**config.mk**
```make
export PLATFORM = sky130hd
export DESIGN_NAME = rrm_ring_mgr
export DESIGN_NICKNAME = d
export VERILOG_FILES = /design/src/rtl/rrm_pkg.sv /design/src/rtl/rrm_ptr_regs.sv /design/src/rtl/rrm_ring_step.sv /design/src/rtl/rrm_fetch_seq.sv /design/src/rtl/rrm_ring_mgr.sv
export SDC_FILE = /design/constraint.sdc
export NUM_CORES = 1
export LEC_CHECK = 0
export CAP_MARGIN = 15
export CORE_UTILIZATION = 52
export CTS_CLUSTER_SIZE = 25
export DETAILED_ROUTE_END_ITERATION = 10
export GPL_ROUTABILITY_DRIVEN = 0
export MAX_ROUTING_LAYER = met4
export PLACE_DENSITY = 0.8
export SYNTH_ARGS = -nofsm -noshare
export SYNTH_HDL_FRONTEND = slang
export SYNTH_SLANG_ARGS = --single-unit
```
**constraint.sdc**
```tcl
create_clock -name clk -period 4.9 [get_ports clk]
set_input_delay 0.735 -clock clk [delete_from_list [all_inputs] [get_ports clk]]
set_output_delay 0.735 -clock clk [all_outputs]
set_load 0.005 [all_outputs]
```
**src/rtl/rrm_pkg.sv**
```systemverilog
package rrm_pkg;

    // Register select codes
    typedef enum logic [2:0] {
        SEL_START   = 3'd0,
        SEL_END     = 3'd1,
        SEL_RDPTR   = 3'd2,
        SEL_WRPTR   = 3'd3,
        SEL_UPPER   = 3'd4,
        SEL_LOWMARK = 3'd5
    } rrm_sel_e;

    localparam int unsigned DESC_WORDS = 4;

endpackage

```
**src/rtl/rrm_ptr_regs.sv**
```systemverilog
module rrm_ptr_regs
    import rrm_pkg::*;
#(
    parameter int unsigned WORD_W      = 16,
    parameter logic [15:0] LOWMARK_RST = 16'h02F8
) (
    input  logic              clk,
    input  logic              rst_n,
    input  logic              wr_en,
    input  logic [2:0]        sel,
    input  logic [WORD_W-1:0] wdata,
    input  logic              adv_en,
    input  logic [WORD_W-1:0] adv_value,
    output logic [WORD_W-1:0] start_ptr,
    output logic [WORD_W-1:0] end_ptr,
    output logic [WORD_W-1:0] rd_ptr,
    output logic [WORD_W-1:0] wr_ptr,
    output logic [WORD_W-1:0] upper,
    output logic [WORD_W-1:0] lowmark,
    output logic [WORD_W-1:0] rdata
);
    typedef struct packed {
        logic [WORD_W-1:0] start_p;
        logic [WORD_W-1:0] end_p;
        logic [WORD_W-1:0] rd_p;
        logic [WORD_W-1:0] wr_p;
        logic [WORD_W-1:0] upper;
        logic [WORD_W-1:0] lowmark;
    } regs_t;

    regs_t regs_d, regs_q;
    logic [WORD_W-1:0] even_data;
    rrm_sel_e sel_e;

    assign sel_e     = rrm_sel_e'(sel);
    assign even_data = {wdata[WORD_W-1:1], 1'b0};   // pointer bit 0 forced low

    always_comb begin
        regs_d = regs_q;
        if (wr_en) begin
            case (sel_e)
                SEL_START:   regs_d.start_p = even_data;
                SEL_END:     regs_d.end_p   = even_data;
                SEL_RDPTR:   regs_d.rd_p    = even_data;
                SEL_WRPTR:   regs_d.wr_p    = even_data;
                SEL_UPPER:   regs_d.upper   = wdata;
                SEL_LOWMARK: regs_d.lowmark = wdata;
                default: ;
            endcase
        end
        if (adv_en) begin
            regs_d.rd_p = adv_value;
        end
    end

    always_ff @(posedge clk or negedge rst_n) begin
        if (!rst_n) begin
            regs_q         <= '0;
            regs_q.lowmark <= WORD_W'(LOWMARK_RST);
        end else begin
            regs_q <= regs_d;
        end
    end

    always_comb begin
        case (sel_e)
            SEL_START:   rdata = regs_q.start_p;
            SEL_END:     rdata = regs_q.end_p;
            SEL_RDPTR:   rdata = regs_q.rd_p;
            SEL_WRPTR:   rdata = regs_q.wr_p;
            SEL_UPPER:   rdata = regs_q.upper;
            SEL_LOWMARK: rdata = regs_q.lowmark;
            default:     rdata = '0;
        endcase
    end

    assign start_ptr = regs_q.start_p;
    assign end_ptr   = regs_q.end_p;
    assign rd_ptr    = regs_q.rd_p;
    assign wr_ptr    = regs_q.wr_p;
    assign upper     = regs_q.upper;
    assign lowmark   = regs_q.lowmark;
endmodule

```
**src/rtl/rrm_ring_step.sv**
```systemverilog
module rrm_ring_step #(
    parameter int unsigned WORD_W = 16
) (
    input  logic [WORD_W-1:0] rd_ptr,
    input  logic [WORD_W-1:0] start_ptr,
    input  logic [WORD_W-1:0] end_ptr,
    input  logic [WORD_W-1:0] wr_ptr,
    input  logic              wide,
    output logic [WORD_W-1:0] next_rd,
    output logic              hits_wr
);
    localparam int unsigned STEP_NARROW = rrm_pkg::DESC_WORDS * 2;
    localparam int unsigned STEP_WIDE   = rrm_pkg::DESC_WORDS * 4;

    logic [WORD_W-1:0] stepped;

    always_comb begin
        stepped = rd_ptr + (wide ? WORD_W'(STEP_WIDE) : WORD_W'(STEP_NARROW));
        next_rd = (stepped == end_ptr) ? start_ptr : stepped;                 // wrap
        hits_wr = (next_rd == wr_ptr);
    end
endmodule

```
**src/rtl/rrm_fetch_seq.sv**
```systemverilog
module rrm_fetch_seq #(
    parameter int unsigned WORD_W = 16
) (
    input  logic                clk,
    input  logic                rst_n,
    input  logic                launch,
    input  logic [2*WORD_W-1:0] base,
    input  logic                wide_in,
    input  logic                mem_ack,
    input  logic [WORD_W-1:0]   mem_rdata,
    output logic                mem_req,
    output logic [2*WORD_W-1:0] mem_addr,
    output logic                busy,
    output logic                done,
    output logic                wide_q,
    output logic [2*WORD_W-1:0] desc_buf,
    output logic [2*WORD_W-1:0] desc_cnt
);
    localparam int unsigned AW    = 2 * WORD_W;
    localparam int unsigned HOLD  = rrm_pkg::DESC_WORDS - 1;
    localparam int unsigned IDX_W = $clog2(rrm_pkg::DESC_WORDS);

    typedef struct packed {
        logic              busy;
        logic [IDX_W-1:0]  idx;
        logic              wide;
        logic [AW-1:0]     base;
        logic [HOLD*WORD_W-1:0] words;
    } seq_t;

    seq_t seq_d, seq_q;

    always_comb begin
        seq_d = seq_q;
        done  = 1'b0;
        if (!seq_q.busy) begin
            if (launch) begin
                seq_d.busy = 1'b1;
                seq_d.idx  = '0;
                seq_d.wide = wide_in;
                seq_d.base = base;
            end
        end else if (mem_ack) begin
            if (seq_q.idx == IDX_W'(HOLD)) begin
                seq_d.busy = 1'b0;
                done       = 1'b1;          // results commit in this cycle
            end else begin
                seq_d.words[seq_q.idx*WORD_W +: WORD_W] = mem_rdata;
                seq_d.idx = seq_q.idx + 1'b1;
            end
        end
    end

    always_ff @(posedge clk or negedge rst_n) begin
        if (!rst_n) seq_q <= '0;
        else        seq_q <= seq_d;
    end

    // word offset 2 bytes narrow, 4 bytes wide
    assign mem_addr = seq_q.base + (seq_q.wide ? AW'({seq_q.idx, 2'b00})
                                               : AW'({seq_q.idx, 1'b0}));
    assign mem_req  = seq_q.busy;
    assign busy     = seq_q.busy;
    assign wide_q   = seq_q.wide;
    assign desc_buf = seq_q.words[2*WORD_W-1:0];
    assign desc_cnt = {mem_rdata, seq_q.words[3*WORD_W-1:2*WORD_W]};
endmodule

```
**src/rtl/rrm_ring_mgr.sv**
```systemverilog
module rrm_ring_mgr #(
    parameter int unsigned WORD_W      = 16,
    parameter logic [15:0] LOWMARK_RST = 16'h02F8
) (
    input  logic                clk,
    input  logic                rst_n,
    input  logic                reg_wr_en,
    input  logic [2:0]          reg_sel,
    input  logic [WORD_W-1:0]   reg_wdata,
    output logic [WORD_W-1:0]   reg_rdata,
    input  logic                wide_mode,
    input  logic                fetch_cmd,
    input  logic                exhaust_clr,
    input  logic                pkt_done,
    input  logic [15:0]         pkt_len,
    output logic                cmd_busy,
    output logic                exhausted,
    output logic                rx_ready,
    output logic                last_pkt,
    output logic [2*WORD_W-1:0] buf_ptr,
    output logic [2*WORD_W-1:0] word_cnt,
    output logic                mem_req,
    output logic [2*WORD_W-1:0] mem_addr,
    input  logic                mem_ack,
    input  logic [WORD_W-1:0]   mem_rdata
);
    localparam int unsigned CW = 2 * WORD_W;

    typedef struct packed {
        logic          pending;
        logic          exh;
        logic          last;
        logic [CW-1:0] bptr;
        logic [CW-1:0] cnt;
    } top_t;

    top_t st_d, st_q;

    logic [WORD_W-1:0] start_ptr, end_ptr, rd_ptr, wr_ptr, upper, lowmark;
    logic [WORD_W-1:0] next_rd;
    logic              hits_wr;
    logic              fetch_busy, fetch_done, fetch_wide, launch;
    logic [CW-1:0]     desc_buf, desc_cnt;
    logic [CW-1:0]     pkt_dec, remaining;
    logic              low_hit, new_req;

    rrm_ptr_regs #(.WORD_W(WORD_W), .LOWMARK_RST(LOWMARK_RST)) u_regs (
        .clk(clk), .rst_n(rst_n),
        .wr_en(reg_wr_en), .sel(reg_sel), .wdata(reg_wdata),
        .adv_en(fetch_done), .adv_value(next_rd),
        .start_ptr(start_ptr), .end_ptr(end_ptr), .rd_ptr(rd_ptr),
        .wr_ptr(wr_ptr), .upper(upper), .lowmark(lowmark), .rdata(reg_rdata)
    );

    rrm_ring_step #(.WORD_W(WORD_W)) u_step (
        .rd_ptr(rd_ptr), .start_ptr(start_ptr), .end_ptr(end_ptr),
        .wr_ptr(wr_ptr), .wide(fetch_wide),
        .next_rd(next_rd), .hits_wr(hits_wr)
    );

    rrm_fetch_seq #(.WORD_W(WORD_W)) u_seq (
        .clk(clk), .rst_n(rst_n),
        .launch(launch), .base({upper, rd_ptr}), .wide_in(wide_mode),
        .mem_ack(mem_ack), .mem_rdata(mem_rdata),
        .mem_req(mem_req), .mem_addr(mem_addr),
        .busy(fetch_busy), .done(fetch_done), .wide_q(fetch_wide),
        .desc_buf(desc_buf), .desc_cnt(desc_cnt)
    );

    always_comb begin
        st_d      = st_q;
        // consumed words = (bytes + 4) / 2
        pkt_dec   = (CW'(pkt_len) + CW'(4)) >> 1;
        remaining = st_q.cnt - pkt_dec;
        low_hit   = pkt_done && (remaining < CW'(lowmark));
        // a clear only requests a fetch while the flag is set
        new_req   = fetch_cmd || (exhaust_clr && st_q.exh) || low_hit;
        // one fetch at a time, later requests held
        launch    = !fetch_busy && (st_q.pending || new_req);
        st_d.pending = fetch_busy && (st_q.pending || new_req);

        if (pkt_done) begin
            st_d.cnt  = remaining;
            st_d.last = low_hit;
        end
        if (exhaust_clr) begin
            st_d.exh = 1'b0;
        end
        if (fetch_done) begin            // atomic commit
            st_d.bptr = desc_buf;
            st_d.cnt  = desc_cnt;
            if (hits_wr) st_d.exh = 1'b1;
        end
    end

    always_ff @(posedge clk or negedge rst_n) begin
        if (!rst_n) st_q <= '0;
        else        st_q <= st_d;
    end

    assign cmd_busy  = fetch_busy || st_q.pending;
    assign exhausted = st_q.exh;
    assign rx_ready  = !st_q.exh;
    assign last_pkt  = st_q.last;
    assign buf_ptr   = st_q.bptr;
    assign word_cnt  = st_q.cnt;
endmodule

```
==> flow_summary.toml, run 1 <==
[floorplan]
dieArea_um2 = 30800
die_h_um = 176
core_um2 = 29600
rows = 63
fp.dieW_um = 176
start_util = 0.528
io_pins = 176

[layout]
syn2layout_area_growth_pct = 28.0
fin_cells = 2316
final_net_count = 2011
drive_above_1_share = 0.218
fillers = 2117
postLayoutCellArea_um2 = 20000

[clock_network]
cts_tree = "done"
cts_buffer_depth = 3
clock-sinks = 244
clk_latency_ps = 540
cts-root-buf = "clkbuf_16"
holdBufCountCts = 0
cts_max_level = 1
cts_buffers = 25
path_clk_slew_ps = 60

[synthesis]
syn_area_per_cell_um2 = 9.02
synth.cell_area_um2 = 15700
synth-edff-count = 0
synth-main-ff-cell = "dfrtp_1"
netlist-cell-type-count = 76
ys_seq_area_frac = 0.390
ys_async_sr_fraction = 1.00
ys_ff_latch = 244
synth_nets = 1841
yosys_warnings = 0
syn_inst = 1737

[detailed_routing]
wl_per_cell_um = 21.6
dr.pass1.iters = 6
vias = 14400
wl_mm = 50.0
drt-initial-drc-count = 1293
drc = 0
detail-route-antenna-nets = 0
via_per_inst = 6.21

[status]
violations = "negative setup slack"
status = "finished with violations"

[critical_path]
worstSetupStartpointType = "input port"
worst_setup_path_end_kind = "flop"
crit_required_ps = 5300
critPathMaxFanout = 8
worstRegToRegCells = 22
arrival_ps = 5390
critical_path_class = "input port to flop"

[global_route]
grt_pass1_vias = 13600
grt_max_degree = 112
grt_overflow = 0
antenna_found_initial = 0
grtUsageTotal = 0.311
grt_pass1_wl_mm = 73.5

[placed_design]
dpl_cell_area_um2 = 17900
dp.cells = 2230
hpwlAfterDp_mm = 32.2
port_buffers = 174

[sta]
skew_ps = 10.1
hold_violations = 0
maxSlewViolCount = 0
min_period_ps = 4990
fmax_mhz = 200
slew_headroom = 0.243
hold-worst-slack_ps = 246
fin_crit_sh = 1.02
worst_pin_slew_ps = 1140
rsz0062_at_grt = "yes"
final.setup.worst_slack_ps = -92.3
finalSetupViolations = 35

[power]
leakagePower_nw = 8.62
ir_drop_uv = 534
pwr_density_cell_nw_per_um2 = 640

[job]
maxCapViolations = 0

[hold_path]
hp-class = "input port to asynchronous set/reset pin"
==> registers in the layout, summed over array words and instances, names as in the netlist <==
register and cells:
u_seq.desc_buf 32, u_regs.end_ptr 15, buf_ptr 32, u_seq.seq_q 34, u_seq.desc_cnt 16, u_seq.busy 1
u_regs.upper 16, st_q 1, u_regs.wr_ptr 15, u_regs.start_ptr 15, u_regs.lowmark 16, word_cnt 32
last_pkt 1, u_seq.wide_q 1, u_regs.rd_ptr 16, exhausted 1
==> layout make-up <==
cell class	instances	area, um2	area share
multi-input cells	1256	9280	0.463
flip-flops and latches	244	6120	0.305
repair buffers	319	3050	0.152
clock buffers	29	671	0.0334
well taps	390	488	0.0243
inverters	61	233	0.0116
clock inverters	16	216	0.0108
diodes	1	2.50	0.000125
==> cells by family after synthesis <==
kind of cell / synth area share
and+or+nand+nor: 0.184
xor gates and xnor gates: 0.0627
buffers and inverters: 0.0761
AOI/OAI and AO/OA: 0.153
DFF: 0.390
adders and majority gates: 0.0374
muxes: 0.0968
==> where the power goes <==
group          total (mW)  internal, mW  leakage (nW)  switching [mW]
registers            3.96          2.79          3.03            1.17
clock network        2.09          1.25         0.446           0.844
logic                6.78          3.47          5.14            3.31
total                12.8          7.51          8.62            5.33
==> per-stage QoR <==
step	setup TNS, ps	power (mW)	util	setup WS, ps
floorplan	-46.7	7.37	-	-5.78
global placement	-28410	9.42	0.603	-764
detailed placement	-34590	9.70	0.603	-968
CTS	-390	12.0	0.645	-35.7
global route	-8280	13.5	0.676	-268
finish	-1470	12.8	0.676	-92.3
==> worst paths after layout <==
kind,start,endpoint,slack (ps)
max,pkt_len[1],u_seq.seq_q[49],-90
min,rst_n,buf_ptr[9],250
max reg2reg,word_cnt[1],u_seq.seq_q[49],-70
min reg2reg,buf_ptr[12],buf_ptr[12],470
max in group asynchronous,rst_n,u_regs.lowmark[6],3520
min in group clk,buf_ptr[12],buf_ptr[12],470
==> worst max-delay path, cell delays in order <==
cell           delay, ps
dlygate4sd2_1        300
ha_4                 210
fa_2                 370
nor2b_4              140
o2111ai_2            130
a21oi_2              170
o211ai_1             160
buf_4                180
and3_4               170
nand2b_4             150
xnor2_4              150
ha_1                 300
a21o_1               210
a2111oi_4            330
nand3_1              110
a2111o_1             330
a2111oi_4            200
buf_4                170
nand4_4              190
buf_8                240
clkbuf_16            180
nand3_1              110
o311ai_2             120
==> synth_stat cells (41+ instances only) <==
master	n	area share
mux2_2	78	0.056
a31oi_1	42	0.017
nand2b_1	41	0.016
a21oi_1	44	0.014
nor2_1	52	0.012
buf_4	70	0.034
ha_1	42	0.034
clkbuf_1	89	0.021
inv_1	61	0.015
nand3_1	68	0.022
xnor2_1	72	0.040
o21ai_0	144	0.046
nand2_1	320	0.077
dfrtp_1	238	0.38
mux2i_1	48	0.031
==> cells in the final DEF, fill, tap and decap left out, types with 7 or more instances in the layout <==
master           netlist  final
ha_1                  42     36
and3_1                20     17
nand3_4                1     15
nor4_1                14     14
nor3_1                17     14
nor2_1                52     46
a21oi_2                0      7
dfrtp_1              238    236
xnor2_1               72     66
clkinv_2               0      8
o22ai_1               11     11
clkbuf_16              0     30
o311ai_2              15     11
a21oi_1               44     37
a22oi_1                8      7
xor2_1                35     33
a21o_1                13     13
o21ai_0              144    137
buf_6                  4     10
a31oi_1               42     42
nand2b_1              41     40
nand2_1              320    316
nand3_2                0     15
mux2i_1               48     48
mux2_2                78     78
nand4_1               21     21
nand3_1               68     39
clkdlybuf4s50_1        0    161
o311ai_4               0     17
buf_4                 70    125
nor2b_1               17     16
mux4_2                 7      7
inv_1                 61     60
a211oi_1              13     11
==> metal layers <==
| layer | GRT usage | vias up | routed length [um] |
|---|---|---|---|
| met4 | 0.137 | 0 | 2830 |
| met5 | - | - | 0 |
| met3 | 0.0530 | 225 | 4330 |
| met2 | 0.474 | 767 | 22800 |
| met1 | 0.408 | 6997 | 20000 |
| li1 | - | 6390 | - |
==> repair_timing <==
| item | 4_1_cts | 5_1_grt |
|---|---|---|
| gates cloned | 3 | 6 |
| setup endpoints to repair | 38 | 48 |
| buffers inserted | 19 | 13 |
| pin swaps | 13 | 54 |
| resized for setup | 63 | 124 |
(Power assumes the default switching activity.)
==> inputs of run 2 (changes only) <==
- PLACE_DENSITY: 0.8 -> not set
- PLACE_DENSITY_LB_ADDON: not set -> 0.2
==> run 2 against run 1 <==
  * The run now ends clean
  * Critical path type unchanged
  * Combinational power is 3.1% lower
  * Clock skew rose by 12 ps
  * Highest routed layer unchanged
  * Largest cell class unchanged
  * Largest power group unchanged
  * Cell area about the same
  * Non-clock buffer count down 3
==> flow_summary.toml, run 2 (synthesis gave the netlist of run 1 again) <==
[status]
status = "completed"

[clock_network]
clock-sinks = 244
clk_latency_ps = 550
path_clk_slew_ps = 60
cts_tree = "done"
cts-root-buf = "clkbuf_16"
holdBufCountCts = 0
cts_buffers = 28
cts_max_level = 1
cts_buffer_depth = 3

[floorplan]
io_pins = 176
dieArea_um2 = 30800
fp.dieW_um = 176
start_util = 0.528
core_um2 = 29600
rows = 63
die_h_um = 176

[detailed_routing]
dr.pass1.iters = 5
drt-initial-drc-count = 1304
drc = 0
vias = 14000
wl_mm = 48.3
detail-route-antenna-nets = 0
via_per_inst = 6.05
wl_per_cell_um = 20.8

[critical_path]
worstRegToRegCells = 23
crit_required_ps = 5310
crit_top_cell = "buf_4"
critical_path_class = "input port to flop"
arrival_ps = 5290
cp_cell_sequence = "clkdlybuf4s15_2 > ha_4 > fa_2 > nor2b_4 > o2111ai_4 > a21oi_2 > o211ai_1 > buf_4 > and3_4 > nand2b_4 > xnor2_4 > ha_1 > a21o_1 > a2111oi_2 > nand3_1 > a2111o_1 > a2111oi_4 > buf_4 > nand4_4 > buf_12 > buf_16 > nand3_4 > o311ai_4"
crit_start = "pkt_len[1]"
r2r_slack_ps = 40
max_stage_delay_ps = 390
critPathMaxFanout = 8
rr_endpoint = "u_seq.seq_q[52]"
worstSetupStartpointType = "input port"
cp_slowest_cell = "fa_2"
worst_setup_path_end_kind = "flop"
r2r_start = "word_cnt[0]"

[global_route]
grtUsageTotal = 0.320
grt_pass1_vias = 13500
antenna_found_initial = 1
grt_overflow = 0
grt_pass1_wl_mm = 75.2
grt_max_degree = 114

[placed_design]
port_buffers = 174
dp.cells = 2240
post-place-ws_ps = -905
hpwlAfterDp_mm = 32.5

[power]
power_mw = 12.8
leakagePower_nw = 8.62
pwr_density_cell_nw_per_um2 = 640
ir_drop_uv = 299

[sta]
fin_crit_sh = 0.996
fmax_mhz = 205
hold_violations = 0
skew_ps = 21.9
rsz0062_at_grt = "yes"
min_period_ps = 4880
finalSetupViolations = 0
hold-worst-slack_ps = 245
worst_pin_slew_ps = 1180
slew_headroom = 0.211
maxSlewViolCount = 0
final.setup.worst_slack_ps = 17.2

[layout]
fillers = 2353
syn2layout_area_growth_pct = 28.0
final_net_count = 2011
final_cell_mix = "nand2_1 (319), dfrtp_1 (236), clkdlybuf4s50_1 (161)"
multi_input_area_um2 = 9110
final_common_cell = "nand2_1"
fin_cells = 2320
regMostFlops = "u_seq.seq_q"
largest_reg_flops = 34
final_util = 0.677
ff_latch_area_um2 = 6120
drive_above_1_share = 0.210

[job]
maxCapViolations = 0

[hold_path]
hp-class = "input port to asynchronous set/reset pin"
-- run 2: changes by cell type in the layout (fill, tap and decap cells not counted), sizes merged --
cell,previous run,this run
clkinvlp,1,2
buf,146,147
dlygate4sd2,2,4
clkinv,9,5
clkbuf,37,42
inv,62,61
-- run 2: per-layer routing --
layer,share of wire,vias up,track usage
met5,0,-,-
met4,0.030,0,0.100
met3,0.079,109,0.0537
met2,0.46,633,0.483
met1,0.43,6886,0.441
li1,-,6401,-
-- run 2: timing repair --
item / CTS / global route
setup buffers: 14 / 5
resized for setup: 104 / 49
gates cloned: 9 / 0
setup endpoints to repair: 39 / 48
pin swaps: 59 / 31
-- run 2: worst max-delay path, delay by kind of cell --
kind / cells / cell delay (ps)
compound gates: 8 / 1700
xor+xnor: 1 / 130
fa+ha+maj: 3 / 880
buf+inv: 5 / 1010
simple gates: 6 / 840
-- run 2: cell type report --
type,count,share of cell area
Antenna cell,1,0.000125
Clock buffer,40,0.0422
Clock inverter,12,0.00973
Inverter,61,0.0116
Multi-Input combinational cell,1256,0.454
Sequential cell,244,0.305
Tap cell,390,0.0243
Timing Repair Buffer,316,0.153
-- run 2: power by group --
group          internal, mW  switching, mW  leakage, nW
clock                  1.46          0.881        0.514
sequential             2.80           1.12         3.03
combinational          3.39           3.18         5.08
-- run 2: through the flow --
step | area [um2] | setup TNS [ps]
after global routing | 20100 | -6060
after floorplan | 15700 | -46.7
final | 20100 | 0
after global placement | 18000 | -29080
after CTS | 19700 | -77.0
after detailed placement | 18000 | -31360
-- run 2: worst max-delay path by stage --
stage	endpoint	cells after the start
after floorplan	u_seq.seq_q[77]	23
after global placement	u_seq.seq_q[48]	23
after detailed placement	u_seq.seq_q[56]	23
after CTS	u_seq.seq_q[75]	26
after global routing	u_seq.seq_q[77]	26
final	u_seq.seq_q[52]	23
==> inputs of run 3 (changes only) <==
- TNS_END_PERCENT: not set -> 20
==> run 3 against run 2 <==
  * Final cell count did not move
  * First-iteration DRC count fell by 1.8%
  * Largest power group unchanged
  * Global-route usage did not move
  * Total power fell by 0.42%
  * Routed wire length barely moved
  * Largest cell class unchanged
  * Clock skew fell by 1.8 ps
  * Register-to-register slack barely moved
  * Sequential share of layout area rose by 0.086 points
  * Sequential cell count did not move
  * Non-clock buffer count did not move
  * Clock-buffer cell count did not move
==> flow_summary.toml, run 3 (synthesis gave the netlist of run 1 again) <==
[status]
status = "completed"

[clock_network]
cts-root-buf = "clkbuf_16"
cts_tree = "done"
clock-sinks = 244
cts_max_level = 1
holdBufCountCts = 0
path_clk_slew_ps = 60
cts_buffer_depth = 3
clk_latency_ps = 550
cts_buffers = 28

[critical_path]
rr_endpoint = "u_seq.seq_q[77]"
crit_top_cell = "buf_4"
r2r_slack_ps = 30
critPathMaxFanout = 8
worstSetupStartpointType = "input port"
arrival_ps = 5300
worst_setup_path_end_kind = "flop"
max_stage_delay_ps = 390
crit_required_ps = 5320
cp_cell_sequence = "clkdlybuf4s15_2 > ha_4 > fa_2 > nor2b_4 > o2111ai_4 > a21oi_2 > o211ai_1 > buf_4 > and3_4 > nand2b_4 > xnor2_4 > ha_1 > a21o_1 > a2111oi_2 > nand3_1 > a2111o_1 > a2111oi_4 > buf_4 > nand4_4 > buf_12 > buf_16 > nand3_4 > o311ai_4"
critical_path_class = "input port to flop"
cp_slowest_cell = "fa_2"
worstRegToRegCells = 23
crit_buf_inv = 5
crit_cells = 23
path_delay_family = "compound AO/OA/AOI/OAI gates"
r2r_start = "word_cnt[0]"

[layout]
drive_above_1_share = 0.209
final_cell_mix = "nand2_1 (319), dfrtp_1 (236), clkdlybuf4s50_1 (161)"
largest_reg_flops = 34
final_common_cell = "nand2_1"
final_net_count = 2011
fillers = 2360
syn2layout_area_growth_pct = 27.7
fin_cells = 2320
regMostFlops = "u_seq.seq_q"

[power]
ir_drop_uv = 299
pwr_density_cell_nw_per_um2 = 639
leakagePower_nw = 8.59

[detailed_routing]
wl_mm = 48.2
wl_per_cell_um = 20.8
dr.pass1.iters = 5
via_per_inst = 6.04
vias = 14000
detail-route-antenna-nets = 0
drt-initial-drc-count = 1280
drc = 0

[sta]
hold_violations = 0
maxSlewViolCount = 0
skew_ps = 20.1
min_period_ps = 4880
slew_headroom = 0.254
fmax_mhz = 205
worst_pin_slew_ps = 1120
tns_ps = 0
fin_crit_sh = 0.996
rsz0062_at_grt = "yes"
finalSetupViolations = 0

[global_route]
antenna_found_initial = 1
grt_overflow = 0
grt_pass1_wl_mm = 75.2
grtUsageTotal = 0.320
grt_pass1_vias = 13500
grt_max_degree = 114

[placed_design]
hpwlAfterDp_mm = 32.5
dp.cells = 2240
port_buffers = 174

[job]
maxCapViolations = 0

[floorplan]
die_h_um = 176
core_um2 = 29600
dieArea_um2 = 30800
start_util = 0.528
fp.dieW_um = 176
rows = 63
io_pins = 176

[hold_path]
hp-class = "input port to asynchronous set/reset pin"
[run 3: worst reg2reg max path: stages (launching register included)]
cell,delay [ps]
dfrtp_1,370
inv_2,60
ha_4,180
fa_2,390
nor2b_4,150
o2111ai_4,130
a21oi_2,180
o211ai_1,180
buf_4,180
and3_4,160
nand2b_4,160
xnor2_4,140
ha_1,290
a21o_1,200
a2111oi_2,350
nand3_1,110
a2111o_1,340
a2111oi_4,220
buf_4,180
nand4_4,180
buf_12,250
buf_16,170
nand3_4,100
o311ai_4,100
[run 3: final cells by class]
cell class / count / area, um2 / area share
Multi-Input combinational cell: 1256 / 9030 / 0.452
Sequential cell: 244 / 6120 / 0.306
Timing Repair Buffer: 316 / 3080 / 0.154
Clock buffer: 40 / 847 / 0.0424
Tap cell: 390 / 488 / 0.0244
Inverter: 61 / 233 / 0.0116
Clock inverter: 12 / 195 / 0.00976
Antenna cell: 1 / 2.50 / 0.000125
[run 3: layer usage]
layer / vias to the layer above / GRT usage / part of all wire
met1: 6903 / 0.441 / 0.43
li1: 6395 / - / -
met4: 0 / 0.100 / 0.029
met3: 93 / 0.0537 / 0.076
met5: - / - / 0
met2: 631 / 0.483 / 0.46
[run 3: worst max-delay path by stage]
| stage | startpoint | end |
|---|---|---|
| after floorplan | pkt_len[5] | u_seq.seq_q[77] |
| after global placement | pkt_len[2] | u_seq.seq_q[48] |
| after detailed placement | pkt_len[2] | u_seq.seq_q[56] |
| after CTS | pkt_len[6] | u_seq.seq_q[75] |
| after global routing | pkt_len[6] | u_seq.seq_q[77] |
| final | pkt_len[1] | u_seq.seq_q[77] |
[run 3: metrics by stage]
stage	worst slack [ps]	area [um2]	hold WS [ps]	utilization	power, mW
2_1_floorplan	-5.78	15700	439	-	7.37
3_3_place_gp	-778	18000	453	0.606	9.56
3_5_place_dp	-905	18000	452	0.606	9.79
4_1_cts	-13.5	19700	301	0.666	12.5
5_1_grt	-203	20000	319	0.675	13.6
6_report	19.7	20000	231	0.675	12.8
[run 3: what timing repair did]
action,4_1_cts,5_1_grt
setup endpoints to repair,39,48
resized for setup,104,41
pin swaps,59,30
setup buffers,14,4
gates cloned,9,0
[run 3: power by group]
part / switching [mW] / leakage [nW] / internal, mW
sequential: 1.12 / 3.03 / 2.80
clock: 0.884 / 0.514 / 1.46
combinational: 3.15 / 5.05 / 3.37
